**src/rtl/i2c_regport_pkg.sv**
```systemverilog
package i2c_regport_pkg;

  localparam logic [5:0] DEV_PREFIX = 6'b100110;

  typedef enum logic [2:0] {
    ST_IDLE,
    ST_ADDR,
    ST_ADDR_ACK,
    ST_WR_BYTE,
    ST_WR_ACK,
    ST_RD_BYTE,
    ST_RD_ACK,
    ST_IGNORE
  } xfer_state_e;

  // Address byte: prefix in [7:2], strap in [1], direction in [0]
  function automatic logic addr_hit(input logic [7:0] b, input logic strap);
    return (b[7:2] == DEV_PREFIX) && (b[1] == strap);
  endfunction

  // Reset content of register i
  function automatic logic [7:0] reg_reset_value(input int unsigned i);
    return 8'hA0 + 8'(i);
  endfunction

endpackage

```
**src/rtl/i2c_regport_sync.sv**
```systemverilog
module i2c_regport_sync #(
  parameter int W      = 2,
  parameter int STAGES = 2
) (
  input  logic         clk,
  input  logic         rst_n,
  input  logic [W-1:0] din,
  output logic [W-1:0] dout
);
  for (genvar b = 0; b < W; b++) begin : g_bit
    logic [STAGES-1:0] chain;
    always_ff @(posedge clk or negedge rst_n) begin
      if (!rst_n) chain <= '1;
      else        chain <= {chain[STAGES-2:0], din[b]};
    end
    assign dout[b] = chain[STAGES-1];
  end
endmodule

```
**src/rtl/i2c_regport_events.sv**
```systemverilog
module i2c_regport_events (
  input  logic clk,
  input  logic rst_n,
  input  logic scl_s,
  input  logic sda_s,
  output logic scl_rise,
  output logic scl_fall,
  output logic start_ev,
  output logic stop_ev
);
  logic scl_q, sda_q;

  always_ff @(posedge clk or negedge rst_n) begin
    if (!rst_n) begin
      scl_q <= 1'b1;
      sda_q <= 1'b1;
    end else begin
      scl_q <= scl_s;
      sda_q <= sda_s;
    end
  end

  assign scl_rise = scl_s & ~scl_q;
  assign scl_fall = ~scl_s & scl_q;
  assign start_ev = scl_s & scl_q & sda_q & ~sda_s;
  assign stop_ev  = scl_s & scl_q & ~sda_q & sda_s;

  p_events_exclusive_r9: assert property (@(posedge clk) disable iff (!rst_n)
    $onehot0({scl_rise, scl_fall, start_ev, stop_ev}));
endmodule

```
**src/rtl/i2c_regport_bank.sv**
```systemverilog
module i2c_regport_bank
  import i2c_regport_pkg::*;
#(
  parameter int NREG  = 8,
  parameter int IDX_W = $clog2(NREG)
) (
  input  logic              clk,
  input  logic              rst_n,
  input  logic              we,
  input  logic [IDX_W-1:0]  widx,
  input  logic [7:0]        wdata,
  input  logic [IDX_W-1:0]  ridx,
  output logic [7:0]        rdata,
  output logic [NREG*8-1:0] regs_flat
);
  logic [7:0] regs_q [NREG];

  for (genvar i = 0; i < NREG; i++) begin : g_reg
    always_ff @(posedge clk or negedge rst_n) begin
      if (!rst_n)                            regs_q[i] <= reg_reset_value(i);
      else if (we && widx == IDX_W'(i))      regs_q[i] <= wdata;
    end
    assign regs_flat[i*8 +: 8] = regs_q[i];
  end

  assign rdata = regs_q[ridx];

  p_write_lands_r4: assert property (@(posedge clk) disable iff (!rst_n)
    we |=> regs_q[$past(widx)] == $past(wdata));
endmodule

```
**src/rtl/i2c_regport.sv**
```systemverilog
module i2c_regport
  import i2c_regport_pkg::*;
#(
  parameter int NREG        = 8,
  parameter int SYNC_STAGES = 2,
  parameter int DEFAULT_IDX = 1
) (
  input  logic              clk,
  input  logic              rst_n,
  input  logic              strap_i,
  input  logic              scl_i,
  input  logic              sda_i,
  output logic              sda_oe_o,
  output logic [NREG*8-1:0] regs_o
);
  localparam int IDX_W = $clog2(NREG);

  logic scl_s, sda_s;
  logic scl_rise, scl_fall, start_ev, stop_ev;

  i2c_regport_sync #(.W(2), .STAGES(SYNC_STAGES)) u_sync (
    .clk(clk), .rst_n(rst_n), .din({scl_i, sda_i}), .dout({scl_s, sda_s})
  );

  i2c_regport_events u_ev (
    .clk(clk), .rst_n(rst_n), .scl_s(scl_s), .sda_s(sda_s),
    .scl_rise(scl_rise), .scl_fall(scl_fall),
    .start_ev(start_ev), .stop_ev(stop_ev)
  );

  xfer_state_e      state;
  logic [3:0]       cnt;
  logic [7:0]       shreg;
  logic [7:0]       txsh;
  logic             ptr_phase;
  logic             ack_seen;
  logic             map_incr;
  logic [IDX_W-1:0] map_idx;
  logic             oe;

  // Named internal events
  logic             byte_done;
  logic             ptr_load;
  logic             wr_en;
  logic [IDX_W-1:0] rd_idx;
  logic [7:0]       rd_data;

  assign byte_done = (state == ST_WR_BYTE) && scl_fall && (cnt == 4'd8);
  assign ptr_load  = byte_done && ptr_phase;
  assign wr_en     = byte_done && !ptr_phase;
  assign rd_idx    = (state == ST_RD_ACK && map_incr) ? map_idx + IDX_W'(1) : map_idx;

  i2c_regport_bank #(.NREG(NREG), .IDX_W(IDX_W)) u_bank (
    .clk(clk), .rst_n(rst_n), .we(wr_en), .widx(map_idx), .wdata(shreg),
    .ridx(rd_idx), .rdata(rd_data), .regs_flat(regs_o)
  );

  always_ff @(posedge clk or negedge rst_n) begin
    if (!rst_n) begin
      state     <= ST_IDLE;
      cnt       <= '0;
      shreg     <= '0;
      txsh      <= '0;
      ptr_phase <= 1'b0;
      ack_seen  <= 1'b0;
      map_incr  <= 1'b0;
      map_idx   <= IDX_W'(DEFAULT_IDX);
      oe        <= 1'b0;
    end else if (start_ev) begin
      state <= ST_ADDR;
      cnt   <= '0;
      oe    <= 1'b0;
    end else if (stop_ev) begin
      state <= ST_IDLE;
      oe    <= 1'b0;
    end else begin
      unique case (state)
        ST_ADDR: begin
          if (scl_rise) begin
            shreg <= {shreg[6:0], sda_s};
            cnt   <= cnt + 4'd1;
          end else if (scl_fall && cnt == 4'd8) begin
            if (addr_hit(shreg, strap_i)) begin
              oe    <= 1'b1;
              state <= ST_ADDR_ACK;
            end else begin
              state <= ST_IGNORE;
            end
          end
        end
        ST_ADDR_ACK: begin
          if (scl_fall) begin
            cnt <= '0;
            if (shreg[0]) begin
              txsh  <= rd_data;
              oe    <= ~rd_data[7];
              state <= ST_RD_BYTE;
            end else begin
              oe        <= 1'b0;
              ptr_phase <= 1'b1;
              state     <= ST_WR_BYTE;
            end
          end
        end
        ST_WR_BYTE: begin
          if (scl_rise) begin
            shreg <= {shreg[6:0], sda_s};
            cnt   <= cnt + 4'd1;
          end else if (byte_done) begin
            oe    <= 1'b1;
            state <= ST_WR_ACK;
            if (ptr_phase) begin
              ptr_phase <= 1'b0;
              map_incr  <= shreg[7];
              map_idx   <= shreg[IDX_W-1:0];
            end else if (map_incr) begin
              map_idx <= map_idx + IDX_W'(1);
            end
          end
        end
        ST_WR_ACK: begin
          if (scl_fall) begin
            oe    <= 1'b0;
            cnt   <= '0;
            state <= ST_WR_BYTE;
          end
        end
        ST_RD_BYTE: begin
          if (scl_fall) begin
            if (cnt == 4'd7) begin
              oe    <= 1'b0;
              state <= ST_RD_ACK;
            end else begin
              oe   <= ~txsh[6];
              txsh <= {txsh[6:0], 1'b0};
              cnt  <= cnt + 4'd1;
            end
          end
        end
        ST_RD_ACK: begin
          if (scl_rise) begin
            ack_seen <= ~sda_s;
          end else if (scl_fall) begin
            if (ack_seen) begin
              map_idx <= rd_idx;
              txsh    <= rd_data;
              oe      <= ~rd_data[7];
              cnt     <= '0;
              state   <= ST_RD_BYTE;
            end else begin
              state <= ST_IGNORE;
            end
          end
        end
        default: ;
      endcase
    end
  end

  assign sda_oe_o = oe;

  // Assertions beside the control logic
  p_drive_after_fall_r9: assert property (@(posedge clk) disable iff (!rst_n)
    $rose(sda_oe_o) |-> $past(scl_fall));

  p_oe_moves_on_event_r9: assert property (@(posedge clk) disable iff (!rst_n)
    !$stable(sda_oe_o) |-> $past(scl_fall || start_ev || stop_ev));

  p_start_to_addr_r1: assert property (@(posedge clk) disable iff (!rst_n)
    start_ev |=> state == ST_ADDR && !sda_oe_o);

  p_ignore_silent_r2: assert property (@(posedge clk) disable iff (!rst_n)
    state == ST_IGNORE |-> !sda_oe_o);

  p_ptr_load_r3: assert property (@(posedge clk) disable iff (!rst_n)
    ptr_load |=> map_incr == $past(shreg[7]) && map_idx == $past(shreg[IDX_W-1:0]));

  p_nack_release_r8: assert property (@(posedge clk) disable iff (!rst_n)
    (state == ST_RD_ACK && scl_fall && !ack_seen && !start_ev && !stop_ev)
      |=> state == ST_IGNORE && !sda_oe_o);
endmodule

```
**config.mk**
```make
export PLATFORM = sky130hd
export DESIGN_NAME = i2c_regport
export DESIGN_NICKNAME = d
export VERILOG_FILES = /design/src/rtl/i2c_regport_pkg.sv /design/src/rtl/i2c_regport_sync.sv /design/src/rtl/i2c_regport_events.sv /design/src/rtl/i2c_regport_bank.sv /design/src/rtl/i2c_regport.sv
export SDC_FILE = /design/constraint.sdc
export NUM_CORES = 1
export LEC_CHECK = 0
export BUFFER_PORTS_ARGS = -buffer_cell sky130_fd_sc_hd__buf_4
export CAP_MARGIN = 25
export CORE_MARGIN = 2
export CORE_UTILIZATION = 58
export CTS_CLUSTER_DIAMETER = 80
export DETAILED_ROUTE_END_ITERATION = 7
export PLACE_DENSITY = 0.78
export SKIP_CTS_REPAIR_TIMING = 1
export SLEW_MARGIN = 20
export SYNTH_ARGS = -nofsm -noshare
export SYNTH_HDL_FRONTEND = slang
export SYNTH_SLANG_ARGS = --single-unit
```
**constraint.sdc**
```tcl
create_clock -name clk -period 3.1 [get_ports clk]
set_clock_uncertainty 0.1 [all_clocks]
set_input_delay 0.155 -clock clk [delete_from_list [all_inputs] [get_ports clk]]
set_output_delay 0.155 -clock clk [all_outputs]
set_load 0.005 [all_outputs]
```
Word-level counts from Yosys, hierarchy flattened. Cells that the tools add are included.

Output and inout port bits: 65. Bits of input ports: 5. Bits in registers: 99.

Mux-type cells: 67. Reduce and logical (&&, ||, !) cells: 32. Add/sub/neg operators: 2. Equal/unequal tests: 48. Bitwise operators: 17. Magnitude comparators: 1.

Operators with widths (count): two-way mux 3 bit (22); two-way mux 7 bit (7); != test 4 bit, second input constant (12); two-way mux 4 bit (9); binary-select mux 8 bit (select 3 bit) (1); != test 2 bit, second input constant (11); equality test 3 bit, second input constant (7); case mux 7 bit (3 select lines) (1); two-way mux 1 bit (19); != test 3 bit, second input constant (6); case mux 3 bit (6 select lines) (1); AND reduction 9 bit (2); two-way mux 8 bit (2); case mux 4 bit (4 select lines) (1); logical AND 1 bit (14); equality test 3 x 2 -> 1 bit, second input constant (4); AND reduction 12 bit (1); AND reduction 11 bit (1); AND reduction 10 bit (1); inverter 1 bit (9); AND reduction 4 bit (2); nonzero test 8 bit (1); bitwise AND 1 bit (7); AND reduction 7 bit (1); other kinds (21) (25).

Logic depth before layout (Yosys ltp).
Depth in word-level cells: 14. Mapped depth: 9. Gate-level depth less buffers: 7.

By module. A second synthesis with hierarchy kept.

Cells, all modules: 378. Area total of the unflattened synthesis: 5131.2 µm².

Modules (own cells, without submodules): i2c_regport_bank (instances 1, area each 3027.9 µm², sequential area each 1636.6 µm², cells each 172); i2c_regport (instances 1, area each 1898.1 µm², sequential area each 726.9 µm², cells each 194); i2c_regport_sync (instances 1, area each 120.1 µm², sequential area each 105.1 µm², cells each 6); i2c_regport_events (instances 1, area each 85.1 µm², sequential area each 52.6 µm², cells each 6).

Least setup slack after synthesis. No wires, ideal clock.

Kind: flip-flop to flip-flop. Start point: register map_idx[0]. End point: register txsh[2]. Period minus slack after synthesis: 2.594 ns. Stages on the path, launching flop included: 9. Required time: 2.922 ns. Path buffers: 2. Library setup time: 0.078 ns. Data arrival time: 2.416 ns. Setup slack: 0.506 ns. Cells stage by stage: dfstp_2 -> clkbuf_1 -> inv_2 -> ha_1 -> buf_2 -> mux2i_1 -> mux4_2 -> a221oi_1 -> o2bb2ai_1.

Word-level cells in the longest chain between the ends: 10. Elaborated cells on any way between the ends: 12. Classes of those cells: add/sub: 1; mux: 10; bitwise: 1.

Ends and longest elaborated chain: start: declaration (RTL line i2c_regport.sv:38) `logic [IDX_W-1:0] map_idx;`; start signal: assignment (RTL line i2c_regport.sv:67) `map_idx <= IDX_W'(DEFAULT_IDX);`; start signal: assignment (RTL line i2c_regport.sv:115) `map_idx <= shreg[IDX_W-1:0];`; start signal: assignment (RTL line i2c_regport.sv:117) `map_idx <= map_idx + IDX_W'(1);`; adder 3 x 1 -> 3 bit (RTL line i2c_regport.sv:51) `assign rd_idx = (state == ST_RD_ACK && map_incr) ? map_idx + IDX_W'(1) : map_idx;`; two-way mux 3 bit * (RTL line i2c_regport.sv:51); inverter 3 -> 4 bit (implied by the code) * (RTL line i2c_regport_bank.sv:26) `assign rdata = regs_q[ridx];`; binary-select mux 8 bit (select 3 bit) * (RTL line i2c_regport_bank.sv:26); two-way mux 8 bit (implied by the code) * (2 in series) (RTL line i2c_regport_bank.sv:26); two-way mux 7 bit (RTL line i2c_regport.sv:144) `if (ack_seen) begin`; two-way mux 7 bit (RTL line i2c_regport.sv:143) `end else if (scl_fall) begin`; two-way mux 7 bit (RTL line i2c_regport.sv:141) `if (scl_rise) begin`; case mux 7 bit (3 select lines) * (RTL line i2c_regport.sv:77) `unique case (state)`; end signal: assignment (RTL line i2c_regport.sv:95) `txsh <= rd_data;`; end signal: assignment (RTL line i2c_regport.sv:135) `txsh <= {txsh[6:0], 1'b0};`; end signal: assignment (RTL line i2c_regport.sv:146) `txsh <= rd_data;`; end: declaration (RTL line i2c_regport.sv:34) `logic [7:0] txsh;`.

Every way passes the cells marked *; elsewhere a longest branch is shown, timed or not. The select of a mux whose other input is x is not followed. A chain may end at the register's enable or synchronous reset.

Worst setup path in the final report. Ends and elaborated chain as after synthesis.

==> impl_metrics.env <==
export IMPL_peakVddDrop_v=0.000334
export IMPL_finalNonFillerCells=620
export IMPL_first_pass_iters=5
export IMPL_drv_slew=0
export IMPL_tns_ns=0
export IMPL_areaGrowthSynthToFinish_pct=16.7
export IMPL_hp_class="in -> async"
export IMPL_fp_coreArea_mm2=0.00876
export IMPL_detail_route_antenna_nets=0
export IMPL_root_buffer="clkbuf_8"
export IMPL_placedCellCount=601
export IMPL_vias=4011
export IMPL_yosysUniqueCellTypes=68
export IMPL_power_share_switching_pct=39.0
export IMPL_synth_edf_count=0
export IMPL_ioPinCount=70
export IMPL_clk_pin_slew_ns=0.10
export IMPL_die_area_mm2=0.00985
export IMPL_postPlaceCellArea_mm2=0.00589
export IMPL_fin_hold_ws_ns=0.260
export IMPL_row_count=34
export IMPL_wl_per_cell_um=22.3
export IMPL_post_drt_via_cell_ratio=6.47
export IMPL_worstPathRequired_ns=3.30
export IMPL_fin_util_pct=70.1
export IMPL_synth_ff_type="dfrtp_1"
export IMPL_period_needed_ns=2.83
export IMPL_status="complete, no violations"
export IMPL_cp_max_fo=11
export IMPL_maxSlewHeadroom_pct=54.8
export IMPL_async_reset_ff_share_pct=100
export IMPL_synthTopCellsByArea="dfrtp_1 30%, mux2_2 18%, dfstp_2 17%"
export IMPL_gp_congestion=0.994
export IMPL_grt_pass1_vias=4053
export IMPL_hpwl_um=9990
export IMPL_endpoint_kind="flip-flop"
export IMPL_reg2reg_slack_ns=0.27
export IMPL_fmax_ghz=0.353
export IMPL_synthCells=438
export IMPL_p_leak_uw=0.00285
export IMPL_critPathKind="reg -> reg"
export IMPL_p_clk_share_pct=22.2
export IMPL_wl_um=13800
export IMPL_finalInstanceArea_mm2=0.00614
export IMPL_syn_nets=451
export IMPL_worstSetupStartpointType="flip-flop"
export IMPL_combPwrFrac_pct=34.3
export IMPL_crit_end="txsh[2]"
export IMPL_ys_seq_elements=99
export IMPL_h_tree_depth=3
export IMPL_cts_sinks=99
export IMPL_rsz0062_at_grt="false"
export IMPL_overflow=0
export IMPL_p_per_area_mw_per_mm2=694
export IMPL_critPathArrivalTime_ns=3.04
export IMPL_synth_avg_cell_area_um2=12.0
export IMPL_clock_latency_ns=0.38
export IMPL_p_sw_uw=1660
export IMPL_timing_final_crit_share_pct=91.4
export IMPL_fillers=633
export IMPL_cts_buffer_depth=2
export IMPL_drt_iter0_drc=329
export IMPL_antenna_found_initial=0
export IMPL_r2r_cells=6
export IMPL_reg2reg_to="txsh[2]"
export IMPL_maxCapViolCount=0
export IMPL_yosys_area_top_type="dfrtp_1"
export IMPL_yosys_warnings=0
export IMPL_grt_usage_pct=29.1
export IMPL_power_internal_uw=2600
export IMPL_die_y_um=99.2
export IMPL_die_w_um=99.2
export IMPL_io_buffers=69
export IMPL_numCtsBuffers=9
export IMPL_grt_pass1_wl_um=22200
export IMPL_regToRegStartpoint="map_idx[0]"
export IMPL_tightest_slew_ns=0.678
export IMPL_share_seq_of_total_power_pct=43.5
export IMPL_setup_viol=0
export IMPL_drc=0
export IMPL_startpoint="map_idx[0]"
export IMPL_yosysSeqAreaShare_pct=47.9
export IMPL_initial_core_util_pct=60.0
export IMPL_yosysTopAreaCellShare_pct=30.4
export IMPL_fin_nets=520
export IMPL_insertedDiodeCount=0
export IMPL_hold_violations=0
export IMPL_grt_max_degree=53
export IMPL_drive_gt1_share_pct=45.5
export IMPL_cts_tree="yes"
export IMPL_syn_cell_area_mm2=0.00526
## cell usage after synthesis, drive strengths merged (2+ instances only)
| cell type | instances |
|---|---|
| nor3 | 3 |
| nor2 | 15 |
| mux2i | 30 |
| ha | 8 |
| buf | 10 |
| nor3b | 3 |
| dfstp | 35 |
| a21oi | 11 |
| dfrtp | 64 |
| o22ai | 8 |
| a311oi | 2 |
| o21ai | 15 |
| o221ai | 5 |
| o2bb2ai | 5 |
| nand3b | 3 |
| o31ai | 3 |
| o211ai | 7 |
| inv | 8 |
| a22oi | 2 |
| and2 | 3 |
| and3 | 6 |
| clkbuf | 13 |
| nand2 | 28 |
| nor2b | 6 |
| a221oi | 4 |
| nand3 | 14 |
| mux2 | 82 |
| o221a | 2 |
| or3 | 3 |
| nand2b | 6 |
| or2 | 3 |
| nor4 | 3 |
| mux4 | 3 |
| xnor2 | 3 |
## through the flow
| stage | setup slack [ns] | total power [µW] |
|---|---|---|
| after floorplan | 0.506 | 2810 |
| after global placement | 0.338 | 3280 |
| after detailed placement | 0.314 | 3310 |
| after CTS | 0.300 | 4250 |
| after global routing | 0.144 | 4490 |
| final | 0.266 | 4260 |
## flip-flops by register name, summed over array words and instances (netlist names), 3 cells and up
name,cells
map_idx,3
txsh,7
u_sync.g_bit.chain,4
shreg,8
cnt,4
u_bank.regs_flat,64
state,3
## power groups by stage
stage	sequential (µW)	clock, µW	combinational (µW)
global route	1880	1000	1610
detailed placement	1860	0	1450
CTS	1840	959	1450
global placement	1860	0	1420
finish	1850	947	1460
floorplan	1630	0	1180
## layout by cell type (no fill, tap or decap), types with 11 or more instances in the layout
master    n
mux2i_1  29
buf_4    77
o21ai_0  14
nand3_1  14
dfstp_2  35
dfrtp_1  64
nand2_1  25
a21oi_1  11
mux2_2   82
nor2_1   14
## worst min path at each step
stage / endpoint / slack [ns] / cells past startpoint / start
2_1_floorplan: ack_seen / -0.24 / 0 / rst_n
3_5_place_dp: state[0] / 0.14 / 1 / rst_n
4_1_cts: u_bank.regs_flat[35] / -0.27 / 1 / rst_n
3_3_place_gp: state[0] / 0.13 / 1 / rst_n
5_1_grt: u_sync.g_bit[1].chain[1] / 0.26 / 0 / u_sync.g_bit[1].chain[0]
6_report: state[2] / 0.26 / 2 / rst_n
## worst max-delay path, cell delays in order, from the launching register on
cell	delay, ns
dfstp_2	0.55
inv_2	0.11
ha_1	0.67
mux2i_1	0.16
mux4_2	0.51
a221oi_1	0.49
o2bb2ai_1	0.17
## layer usage
| layer | up-vias | wire, µm | GRT usage, % |
|---|---|---|---|
| li1 | 1777 | - | - |
| met1 | 2058 | 5860 | 40.1 |
| met2 | 146 | 6840 | 47.2 |
| met3 | 30 | 729 | 4.64 |
| met4 | 0 | 368 | 10.4 |
| met5 | - | 0 | 0 |
## layout make-up
type	count	area, µm²	area share, %
multi-input combinational	307	2600	42.3
sequential	99	2520	41.1
timing repair buffer	81	628	10.2
tap	108	135	2.20
clock buffer	10	128	2.08
clock inverter	6	93.8	1.53
inverter	9	33.8	0.550
## logic make-up (layout without fill, tap and decap cells)
group                      count (synthesis)  in the layout  synth area share [%]
and+or+nand+nor                          103            103                  11.4
DFF                                       99             99                  47.9
xor gates and xnor gates                   4              4                 0.809
muxes                                    115            115                  24.8
buffers and inverters                     32            106                  2.66
AOI/OAI and AO/OA                         77             77                  10.6
adders and majority gates                  8              8                  1.90
No activity file was read; power rests on OpenSTA's default activity.
